## src/rtl/pbc_pkg.sv

```systemverilog
package pbc_pkg;
  typedef enum logic [1:0] {
    ST_IDLE = 2'd0,
    ST_RUN  = 2'd1,
    ST_DONE = 2'd2
  } run_state_e;
endpackage

```

## src/rtl/pbc_chunk_eval.sv

```systemverilog
module pbc_chunk_eval #(
  parameter int ADDR_W    = 32,
  parameter int CNT_W     = 32,
  parameter int PAGE_BITS = 12
) (
  input  logic              xfer_in_i,
  input  logic              seg_wr_ok_i,
  input  logic              seg_rd_ok_i,
  input  logic [ADDR_W-1:0] seg_off_i,
  input  logic [ADDR_W-1:0] lin_addr_i,
  input  logic [ADDR_W-1:0] seg_limit_i,
  input  logic              host_ok_i,
  input  logic              desc_i,
  input  logic [CNT_W-1:0]  req_cnt_i,
  output logic [CNT_W-1:0]  grant_o
);
  localparam int PAGE_BYTES = 1 << PAGE_BITS;
  localparam int FIT_W      = PAGE_BITS + 1;

  logic [PAGE_BITS-1:0] page_off;
  logic [FIT_W-1:0]     span_up, span_dn, span;
  logic [CNT_W-1:0]     fit_words;
  logic                 perm_ok, limit_bad, decline;

  assign page_off  = lin_addr_i[PAGE_BITS-1:0];
  assign span_up   = FIT_W'(PAGE_BYTES) - FIT_W'(page_off);
  assign span_dn   = FIT_W'(page_off) + FIT_W'(2);
  assign span      = desc_i ? span_dn : span_up;
  assign fit_words = CNT_W'(span >> 1);

  assign perm_ok   = xfer_in_i ? seg_wr_ok_i : seg_rd_ok_i;
  // whole page past the offset must sit inside the limit
  assign limit_bad = (seg_off_i | ADDR_W'(PAGE_BYTES - 1)) > seg_limit_i;
  assign decline   = !perm_ok || limit_bad || lin_addr_i[0] || !host_ok_i;

  always_comb begin
    if (decline)                    grant_o = '0;
    else if (req_cnt_i < fit_words) grant_o = req_cnt_i;
    else                            grant_o = fit_words;
  end
endmodule

```

## src/rtl/pbc_burst_stepper.sv

```systemverilog
module pbc_burst_stepper
  import pbc_pkg::*;
#(
  parameter int ADDR_W = 32,
  parameter int CNT_W  = 32
) (
  input  logic              clk_i,
  input  logic              rst_ni,
  input  logic              launch_i,
  input  logic [CNT_W-1:0]  grant_i,
  input  logic [ADDR_W-1:0] lin_addr_i,
  input  logic              desc_i,
  input  logic              async_evt_i,
  output logic              busy_o,
  output logic              step_o,
  output logic [ADDR_W-1:0] ptr_o,
  output logic              done_o,
  output logic [CNT_W-1:0]  cnt_o
);
  localparam logic [ADDR_W-1:0] WORD_STEP = ADDR_W'(2);

  run_state_e        state_q;
  logic [ADDR_W-1:0] ptr_q;
  logic [CNT_W-1:0]  moved_q, grant_q, moved_nxt;
  logic              desc_q;

  assign moved_nxt = moved_q + CNT_W'(1);

  always_ff @(posedge clk_i or negedge rst_ni) begin
    if (!rst_ni) begin
      state_q <= ST_IDLE;
      ptr_q   <= '0;
      moved_q <= '0;
      grant_q <= '0;
      desc_q  <= 1'b0;
    end else begin
      unique case (state_q)
        ST_IDLE: if (launch_i) begin
          grant_q <= grant_i;
          ptr_q   <= lin_addr_i;
          desc_q  <= desc_i;
          moved_q <= '0;
          state_q <= (grant_i == '0) ? ST_DONE : ST_RUN;
        end
        ST_RUN: begin
          moved_q <= moved_nxt;
          ptr_q   <= desc_q ? ptr_q - WORD_STEP : ptr_q + WORD_STEP;
          if (moved_nxt == grant_q || async_evt_i) state_q <= ST_DONE;
        end
        ST_DONE: state_q <= ST_IDLE;
        default: state_q <= ST_IDLE;
      endcase
    end
  end

  assign busy_o = state_q != ST_IDLE;
  assign step_o = state_q == ST_RUN;
  assign done_o = state_q == ST_DONE;
  assign ptr_o  = ptr_q;
  assign cnt_o  = done_o ? moved_q : '0;
endmodule

```

## src/rtl/page_burst_chunker.sv

```systemverilog
module page_burst_chunker #(
  parameter int ADDR_W    = 32,
  parameter int CNT_W     = 32,
  parameter int PAGE_BITS = 12
) (
  input  logic              clk_i,
  input  logic              rst_ni,
  input  logic              start_i,
  input  logic              xfer_in_i,
  input  logic              seg_wr_ok_i,
  input  logic              seg_rd_ok_i,
  input  logic [ADDR_W-1:0] seg_off_i,
  input  logic [ADDR_W-1:0] lin_addr_i,
  input  logic [ADDR_W-1:0] seg_limit_i,
  input  logic              host_ok_i,
  input  logic              desc_i,
  input  logic [CNT_W-1:0]  req_cnt_i,
  input  logic              async_evt_i,
  output logic              busy_o,
  output logic              step_o,
  output logic [ADDR_W-1:0] ptr_o,
  output logic              done_o,
  output logic [CNT_W-1:0]  cnt_o
);
  logic [CNT_W-1:0] grant;
  logic             launch;

  assign launch = start_i && !busy_o;

  pbc_chunk_eval #(.ADDR_W(ADDR_W), .CNT_W(CNT_W), .PAGE_BITS(PAGE_BITS)) u_eval (
    .xfer_in_i   (xfer_in_i),
    .seg_wr_ok_i (seg_wr_ok_i),
    .seg_rd_ok_i (seg_rd_ok_i),
    .seg_off_i   (seg_off_i),
    .lin_addr_i  (lin_addr_i),
    .seg_limit_i (seg_limit_i),
    .host_ok_i   (host_ok_i),
    .desc_i      (desc_i),
    .req_cnt_i   (req_cnt_i),
    .grant_o     (grant)
  );

  pbc_burst_stepper #(.ADDR_W(ADDR_W), .CNT_W(CNT_W)) u_step (
    .clk_i       (clk_i),
    .rst_ni      (rst_ni),
    .launch_i    (launch),
    .grant_i     (grant),
    .lin_addr_i  (lin_addr_i),
    .desc_i      (desc_i),
    .async_evt_i (async_evt_i),
    .busy_o      (busy_o),
    .step_o      (step_o),
    .ptr_o       (ptr_o),
    .done_o      (done_o),
    .cnt_o       (cnt_o)
  );
endmodule

```

## config.mk

```make
export PLATFORM = sky130hd
export DESIGN_NAME = page_burst_chunker
export DESIGN_NICKNAME = d
export VERILOG_FILES = /design/src/rtl/pbc_pkg.sv /design/src/rtl/pbc_chunk_eval.sv /design/src/rtl/pbc_burst_stepper.sv /design/src/rtl/page_burst_chunker.sv
export SDC_FILE = /design/constraint.sdc
export NUM_CORES = 1
export LEC_CHECK = 0
export ABC_AREA = 1
export BUFFER_PORTS_ARGS = -buffer_cell sky130_fd_sc_hd__buf_2
export CAP_MARGIN = 20
export CORE_MARGIN = 1
export CORE_UTILIZATION = 50
export DETAILED_ROUTE_END_ITERATION = 7
export PLACE_DENSITY = 0.76
export SLEW_MARGIN = 20
export SYNTH_ARGS = -nofsm -noshare
export SYNTH_HDL_FRONTEND = slang
export SYNTH_SLANG_ARGS = --single-unit
export TNS_END_PERCENT = 30
```

## constraint.sdc

```tcl
create_clock -name clk_i -period 2.85 [get_ports clk_i]
set_input_delay 0.57 -clock clk_i [delete_from_list [all_inputs] [get_ports clk_i]]
set_output_delay 0.57 -clock clk_i [all_outputs]
set_load 0.05 [all_outputs]
```

==> results of run 1 <==
[worst reg2reg max path, delay by kind of cell, from the launching register on]
family | cells | cell delay [ps]
flops | 1 | 430
simple gates | 7 | 590
fa+ha+maj | 1 | 370
buf+inv | 1 | 200
compound gates | 5 | 1000
[report_power, final]
part           switching, mW  internal, mW
logic                   4.37          2.03
clock network          0.594         0.689
registers              0.271          1.70
[path summary, 6_finish.rpt]
| kind | start | end | slack (ps) | cells after the start |
|---|---|---|---|---|
| min | rst_ni | u_step.moved_q[31]$_DFFE_PN0P_ | 190 | 1 |
| max | lin_addr_i[1] | u_step.state_q[0]$_DFFE_PN0P_ | -140 | 21 |
| max in group asynchronous | rst_ni | u_step.grant_q[0]$_DFFE_PN0P_ | 1880 | 2 |
| min in group clk_i | lin_addr_i[13] | u_step.ptr_o[13]$_DFFE_PN0P_ | 440 | 3 |
| max reg2reg | u_step.desc_q$_DFFE_PN0P_ | u_step.ptr_o[25]$_DFFE_PN0P_ | 180 | 14 |
| min reg2reg | u_step.ptr_o[0]$_DFFE_PN0P_ | u_step.ptr_o[0]$_DFFE_PN0P_ | 510 | 2 |
[cell type report]
cell class	count	area (um^2)	area share, %
Sequential cell	99	2477	21.64
Timing Repair Buffer	304	1931	16.87
Clock inverter	6	71.32	0.6231
Tap cell	220	275.3	2.405
Multi-Input combinational cell	1044	5817	50.82
Inverter	167	649.4	5.673
Clock buffer	9	225.2	1.968
[layer usage]
layer  global-route usage [%]  vias to the layer above  wire [um]
met3                    4.947                       62       1941
met4                    11.11                        0        854
met5                        0                        -          0
li1                         -                     4960          -
met1                    41.26                     4611      12420
met2                    53.37                      413      13810
[sequential cells by signal (all words and copies together), names as in the netlist]
signal and flops:
u_step.grant_q 32, u_step.moved_q 32, u_step.ptr_o 32, u_step.state_q 2
u_step.desc_q 1
[cells by family (layout without fill, tap and decap cells)]
family | Yosys count | count (layout) | synth area share, %
flops | 99 | 99 | 28.55
fa+ha+maj | 65 | 65 | 9.459
compound gates | 229 | 229 | 14.91
xor+xnor | 34 | 34 | 3.590
simple gates | 715 | 716 | 34.66
buf+inv | 198 | 486 | 8.825
[what timing repair did]
item | CTS | global route
endpoints found under the setup margin | 14 | 17
gates resized for setup | 45 | 68
cloned | 1 | 1
pin swaps | 47 | 45
buffers inserted | 42 | 2
[cell usage in the layout, fill, tap and decap left out, types with 8 or more instances in the layout]
master       n
a21oi_1     77
buf_2      186
buf_4       99
buf_6       13
clkbuf_16    9
dfrtp_1     99
ha_1        58
inv_1      155
nand2_1    356
nand2_2     18
nand3_1     79
nand3_2     17
nand3b_1    10
nand4_1     15
nor2_1     179
nor2_4      13
o211ai_1     8
o21ai_0     61
o21ai_1     11
o22ai_1     28
xor2_1      24
[stage by stage]
stage / util (%) / hold slack [ps] / setup WS, ps / instances / power [mW]
after floorplan: - / 274.4 / -35.58 / 1340 / 6.422
after global placement: 62.05 / 485.1 / -593.1 / 1790 / 8.021
after detailed placement: 62.05 / 487.4 / -698.7 / 1790 / 8.079
after CTS: 67.02 / 213.3 / -56.86 / 1848 / 9.465
after global routing: 68.29 / 235.1 / -268.2 / 1849 / 10.35
final: 68.29 / 194.7 / -142.5 / 1849 / 9.655
[cells in the mapped netlist, types with 2 or more instances]
cell        n
nor3_1      9
inv_1     161
ha_1       64
buf_2       6
o21bai_1    4
nand3_1    94
nor2_2      3
a21oi_2     2
o211ai_1    8
clkbuf_1   20
o21ai_0    72
a21oi_1    80
a21o_1      5
nand2_2     5
inv_2       3
nor2_4      7
nor2_1    188
clkinv_1    3
buf_1       2
a31oi_1     7
dfrtp_1    99
buf_4       2
nand2_1   372
o221ai_1    3
o21ai_1     5
o22ai_1    29
a21boi_0    2
xor2_1     27
nand3_2     2
nand4_1    15
nor4_1      6
o21a_1      3
o31ai_1     2
nand2_4     2
nand3b_1   10
xnor2_1     6
==> metrics list, run 1 <==
- Leakage dissipation: 5.750 nW
* Largest clock skew in the final design: 13.22 ps
- Die span in y: 133.7 um
* Data arrival time of the critical path: 3230 ps
- Of the post-synthesis cell area, the dominant cell type holds 28.55%.
- Synthesis warning total: 0
* Fraction of the yosys area taken by sequential cells: 28.55%
- The run finished, with violations left.
* Average instance area after synthesis: 6.475 um^2
- For this run, the total global-route usage over all layers was measured as 31.76%.
* Number of antenna violations at the first check in global routing: 0
- The area growth from synthesis to layout is 31.91%.
- Critical path's slowest cell: or2_4
- Most area-hungry cell type in the Yosys netlist: dfrtp_1
* DRC errors left: 0
* Final WS setup: -142.5 ps
- After detailed placement, the total cell area comes to 10,400 um^2.
* Core area: 16,760 um^2
* Worst supply voltage drop on vdd: 0.0009923 V
* Post-CTS Hold Buffers: 0
- TritonCTS built the clock tree.
- After layout, the minimum clock period comes to 2992 ps.
- In the synthesized netlist the dominant register cell turns out to be dfrtp_1.
- After filler insertion, the fill cell instance count of the layout stands at 1,471.
- Transition at the pin with the smallest max-transition slack: 834.3 ps
- In the final design database the tool counted 1,827 nets.
- Max-slew violation total from the final report: 0
- After legalization and detailed placement, the total HPWL measured 21,590 um.
- In this run the tool buffered the top-level ports with 191 buffer cells.
- The checks that failed: negative setup slack.
- Clk Latency, worst-skew pair: 350 ps
- Mapped Cells: 1,340
- After synthesis, the netlist uses 48 different library cells.
- Number of top-level pins: 204
- The detailed router placed 10.05k vias in this run.
- Worst rel slew slack: 44.05%
- The detailed router finished its first iteration with 761 violations.
* Post-Route Setup TNS: -366.2 ps
* Synth area leaders: dfrtp_1, nand2_1, ha_1, nor2_1, inv_1
- In this run the worst hold path is classified as in -> async.
- Entering global routing, the biggest net connects 40 pins.
* Maximum buffer depth of the clock tree: 2
- Crit path launch type: input port
- The first global-routing pass estimated 45,330 um of wire.
- Category of the worst setup path capture point: register
- After routing the design area is 11,450 um^2.
- The detail route stage leaves a number of antenna-violating nets equal to 0.
- Broken down by cell family, the worst path's largest delay share belongs to simple AND/OR/NAND/NOR gates.
- The via count of the first global-routing pass is 9,494.
- Ratio of final minimum period to clock period: 105.0%
- The die covers 17,890 um^2.
- Worst path cell trace: buf_12 > inv_12 > ha_4 > nand4_1 > or2_4 > nor2_4 > nand4_1 > o41ai_2 > nand2_1 > ha_4 > nand3b_1 > nand4_1 > nor2_4 > buf_6 > nand3b_1 > nand3_2 > nand2_2 > nor2_2 > nand3_2 > nand2_1 > nand2_1
- Critical path peak fanout: 6
- For this run the aggregate overflow at the end of global routing stands at 0.
- ANT cells: 0
- Clock-pin slew was measured on the worst setup and hold paths at 80 ps.
- Setup repair after global routing could not meet its margin everywhere.
- Rows: 47
* Gp weighted congestion: 1.003
- Counting every sink on the clock net gives 99.
- After detailed routing, the number of vias per cell comes to 5.433.
* Effective utilization at floorplan: 51.77%
- The worst setup path is of the in -> reg kind.
* Average wire per standard cell: 15.70 um
- Hold Fails Final Rpt: 0
- The synthesized netlist occupies a cell area of 8677 um^2.
* Buffer type at the clock tree root: clkbuf_16
* CP max stage delay: 310 ps
- Setup violations remaining at the end of the flow were counted as 8.
- Clock H-tree levels: 3
* Share of post-route cells with drive strength above 1: 25.54%
* Worst path bufs/invs: 3
* Required time reported for the critical path endpoint: 3090 ps
* EDFF count, synth: 0
* Achievable frequency: 0.3342 GHz
- Number of buffers added by the clock tree synthesis step: 9
- The routed design has 29,020 um of wire.
- Power Density: 843.5 nW/um^2
* Count of state elements after synthesis: 99
- For this run, asynchronously set or reset flops after synthesis account for 100.0%.
* Number of maximum-capacitance constraint violations: 0
- The number of nets in the synthesized netlist is 1,542.
- The first TritonRoute pass finished after 5 iterations.
- X dimension of the die: 133.7 um
Power figures use the tool's default switching activity.
==> run 2, diff against run 1 <==
==> constraint.sdc (replaced) <==
create_clock -name clk_i -period 2.85 [get_ports clk_i]
set_input_delay 0.57 -clock clk_i [delete_from_list [all_inputs] [get_ports clk_i]]
set_output_delay 0.57 -clock clk_i [all_outputs]
set_load 0.1 [all_outputs]
==> metrics list, run 2 (synthesized netlist as in run 1, its figures left out) <==
- Minimum clock period: 2984 ps (-8.756 ps)
* Core area: 16,760 um^2 (unchanged)
- The later-pin clock latency in the skew report is 360 ps (about the same).
- The required time of the critical path was 3100 ps (about the same).
- The run finished, with violations left.
- Number of top-level pins: 204 (unchanged)
- Total grt overflow: 0 (unchanged)
- The area enclosed by the die boundary is 17,890 um^2 (unchanged).
* Clock Sink Count: 99 (unchanged)
* Leakage dissipation: 5.575 nW (-3.0%)
- Vias: 9,851 (-1.9%)
- The share of the cycle needed by the critical path after routing is 104.7% (-0.31 points).
* Clock H-tree levels: 3 (unchanged)
- Largest clock skew in the final design: 11.18 ps (-2.042 ps)
- The fill cell total of the finished layout was 1,545 (+5.0%).
- The slack of the critical path is -133.7 ps (+8.756 ps).
- Critical path start-end classification: in -> reg
- First-pass GRT wire length: 44,230 um (-2.4%)
* Violation count after the first detailed-route iteration: 599 (-21%)
- Average wire per standard cell: 15.01 um (-4.4%)
- The final number of hold-violating endpoints was 0 (unchanged).
- The final reports fail on negative setup slack.
- Critical path peak fanout: 8 (+2)
* DR pass1 iterations: 8 (+3)
* Hold WC Path Type: in -> async
- The height of the die came to 133.7 um (unchanged).
- The placement-stage cell area was 10,660 um^2 (+2.5%).
- Achievable frequency: 0.3352 GHz (+0.29%)
* Post-CTS Hold Buffers: 0 (unchanged)
- The total power density per cell area was 953.8 nW/um^2 (+13%).
- The clock share of power came to 12.8% (-0.5 points).
* Number of maximum-capacitance constraint violations: 0 (unchanged)
* Pin count of the biggest net entering global routing: 55 (+38%)
- Highest-count cells in the layout ignoring fill and taps: nand2_1, buf_2, inv_1
- Maximum buffer depth of the clock tree: 2 (unchanged)
- Clock transition at path regs: 80 ps (about the same)
- Leading cell type in the layout, fill and taps excluded: nand2_1
- The peak ir drop on the vdd network was 0.001337 V (+35%).
* Share of post-route cells with drive strength above 1: 25.52% (about the same)
* Count of nets left with antenna violations after detail routing: 0 (unchanged)
- Worst rel slew slack: 28.06% (-16 points)
- The worst setup path is captured at a register.
* Post-Layout Inst Area: 11,330 um^2 (-1.0%)
- The number of antenna violations at the first check in global routing is 1 (+1).
- Gp weighted congestion: 0.9461 (-5.7%)
- Data arrival time of the critical path: 3230 ps (about the same)
- The starting density of the core was 51.77% (unchanged).
- Number of global-route vias before repair: 9,466 (-0.29%)
- The number of max-slew violations in the final report is 0 (unchanged).
- Area added between synthesis and finish: 30.53%
- Clock tree from TritonCTS: done
- The count of endpoints failing setup in the final report is 13 (+5).
- Overall power after layout: 10.80 mW (+12%)
- Overall track demand over capacity in global routing: 30.88% (-0.88 points)
* Number of nets in the final layout: 1,797 (-1.6%)
* DRC errors left: 0 (unchanged)
* Detail Placement HPWL: 21,230 um (-1.7%)
* Number of port buffers: 191 (unchanged)
* Final routed wirelength across all metal layers: 27,320 um (-5.9%)
* Net switching power: 6.285 mW (+20%)
- The measured slew at the worst slew-check pin was 1078 ps (+243.3 ps).
* X dimension of the die: 133.7 um (unchanged)
- Rows: 47 (unchanged)
- Sequential Power Share: 18.4% (-2.0 points)
- Number of buffers added by the clock tree synthesis step: 9 (unchanged)
* Power Internal: 4.517 mW (+2.2%)
* Crit path launch type: input port
- Switching power share of the total: 58.18% (+4.0 points)
* Comb pwr share: 68.8% (+2.5 points)
- RSZ-0062 raised after global routing: yes
* Buffer type at the clock tree root: clkbuf_16
- Per-cell via count in the routed design: 5.413 (-0.38%)
==> run 2: path summary, 6_finish.rpt <==
check,start,end,slack [ps],depth (start not counted)
max,lin_addr_i[1],u_step.state_q[0]$_DFFE_PN0P_,-130,21
min,rst_ni,u_step.grant_q[31]$_DFFE_PN0P_,180,1
max reg2reg,u_step.desc_q$_DFFE_PN0P_,u_step.ptr_o[21]$_DFFE_PN0P_,120,12
min reg2reg,u_step.ptr_o[0]$_DFFE_PN0P_,u_step.ptr_o[0]$_DFFE_PN0P_,490,2
max in group asynchronous,rst_ni,u_step.ptr_o[1]$_DFFE_PN0P_,1970,2
min in group clk_i,lin_addr_i[13],u_step.ptr_o[13]$_DFFE_PN0P_,430,3
==> run 2: power by group through the flow <==
stage | registers, mW | clock network (mW) | logic (mW)
final | 1.99 | 1.38 | 7.43
after global placement | 2.00 | 0 | 7.14
after floorplan | 3.65 | 0 | 3.84
after global routing | 2.02 | 1.44 | 8.07
after CTS | 1.98 | 1.41 | 7.31
after detailed placement | 2.01 | 0 | 7.23
==> run 2: layout make-up <==
type                            instances  area [um^2]  area share [%]
Clock buffer                            9        225.2           1.989
Tap cell                              220        275.3           2.430
Antenna cell                            1        2.502         0.02209
Inverter                              167        634.4           5.601
Timing Repair Buffer                  275         1687           14.89
Multi-Input combinational cell       1043         5928           52.34
Clock inverter                          6        96.34          0.8506
Sequential cell                        99         2477           21.87
==> run 2: critical path: stages <==
cell and delay (ps):
buf_8 100, inv_6 50, ha_4 120, nand4_1 110, or2_4 280, o21ai_2 170, xor2_2 190, ha_1 300
nand2_2 90, nor2_2 50, a211oi_2 250, nand2_1 100, nand2_2 120, buf_6 140, nand3b_1 90, nand3_2 80
nand2_1 80, nor2_2 90, nand3_2 120, nand2_2 70, nand2_1 40
==> run 2: metal layers <==
| layer | vias to the layer above | global-route usage, % | routed length (um) |
|---|---|---|---|
| met5 | - | 0 | 0 |
| met4 | 0 | 11.55 | 828 |
| met1 | 4526 | 38.83 | 11730 |
| met2 | 360 | 53.74 | 13450 |
| met3 | 68 | 3.919 | 1302 |
| li1 | 4897 | - | - |
==> run 2: through the flow <==
step           utilization [%]  instances  hold slack (ps)  setup slack [ps]  TNS [ps]
2_1_floorplan                -       1340            274.4            -152.7    -266.4
3_3_place_gp             63.58       1799            463.0            -447.9     -4496
3_5_place_dp             63.58       1799            479.1            -610.9     -6960
4_1_cts                  66.18       1817            193.2            -48.12    -52.17
5_1_grt                  67.58       1820            223.7            -258.8     -2206
6_report                 67.58       1820            181.4            -133.7    -530.9
==> run 2: timing repair <==
| action | in CTS | in global routing |
|---|---|---|
| cloned | 0 | 1 |
| pin swaps | 25 | 31 |
| buffers inserted | 3 | 1 |
| gates resized for setup | 28 | 60 |
| endpoints found under the setup margin | 14 | 14 |
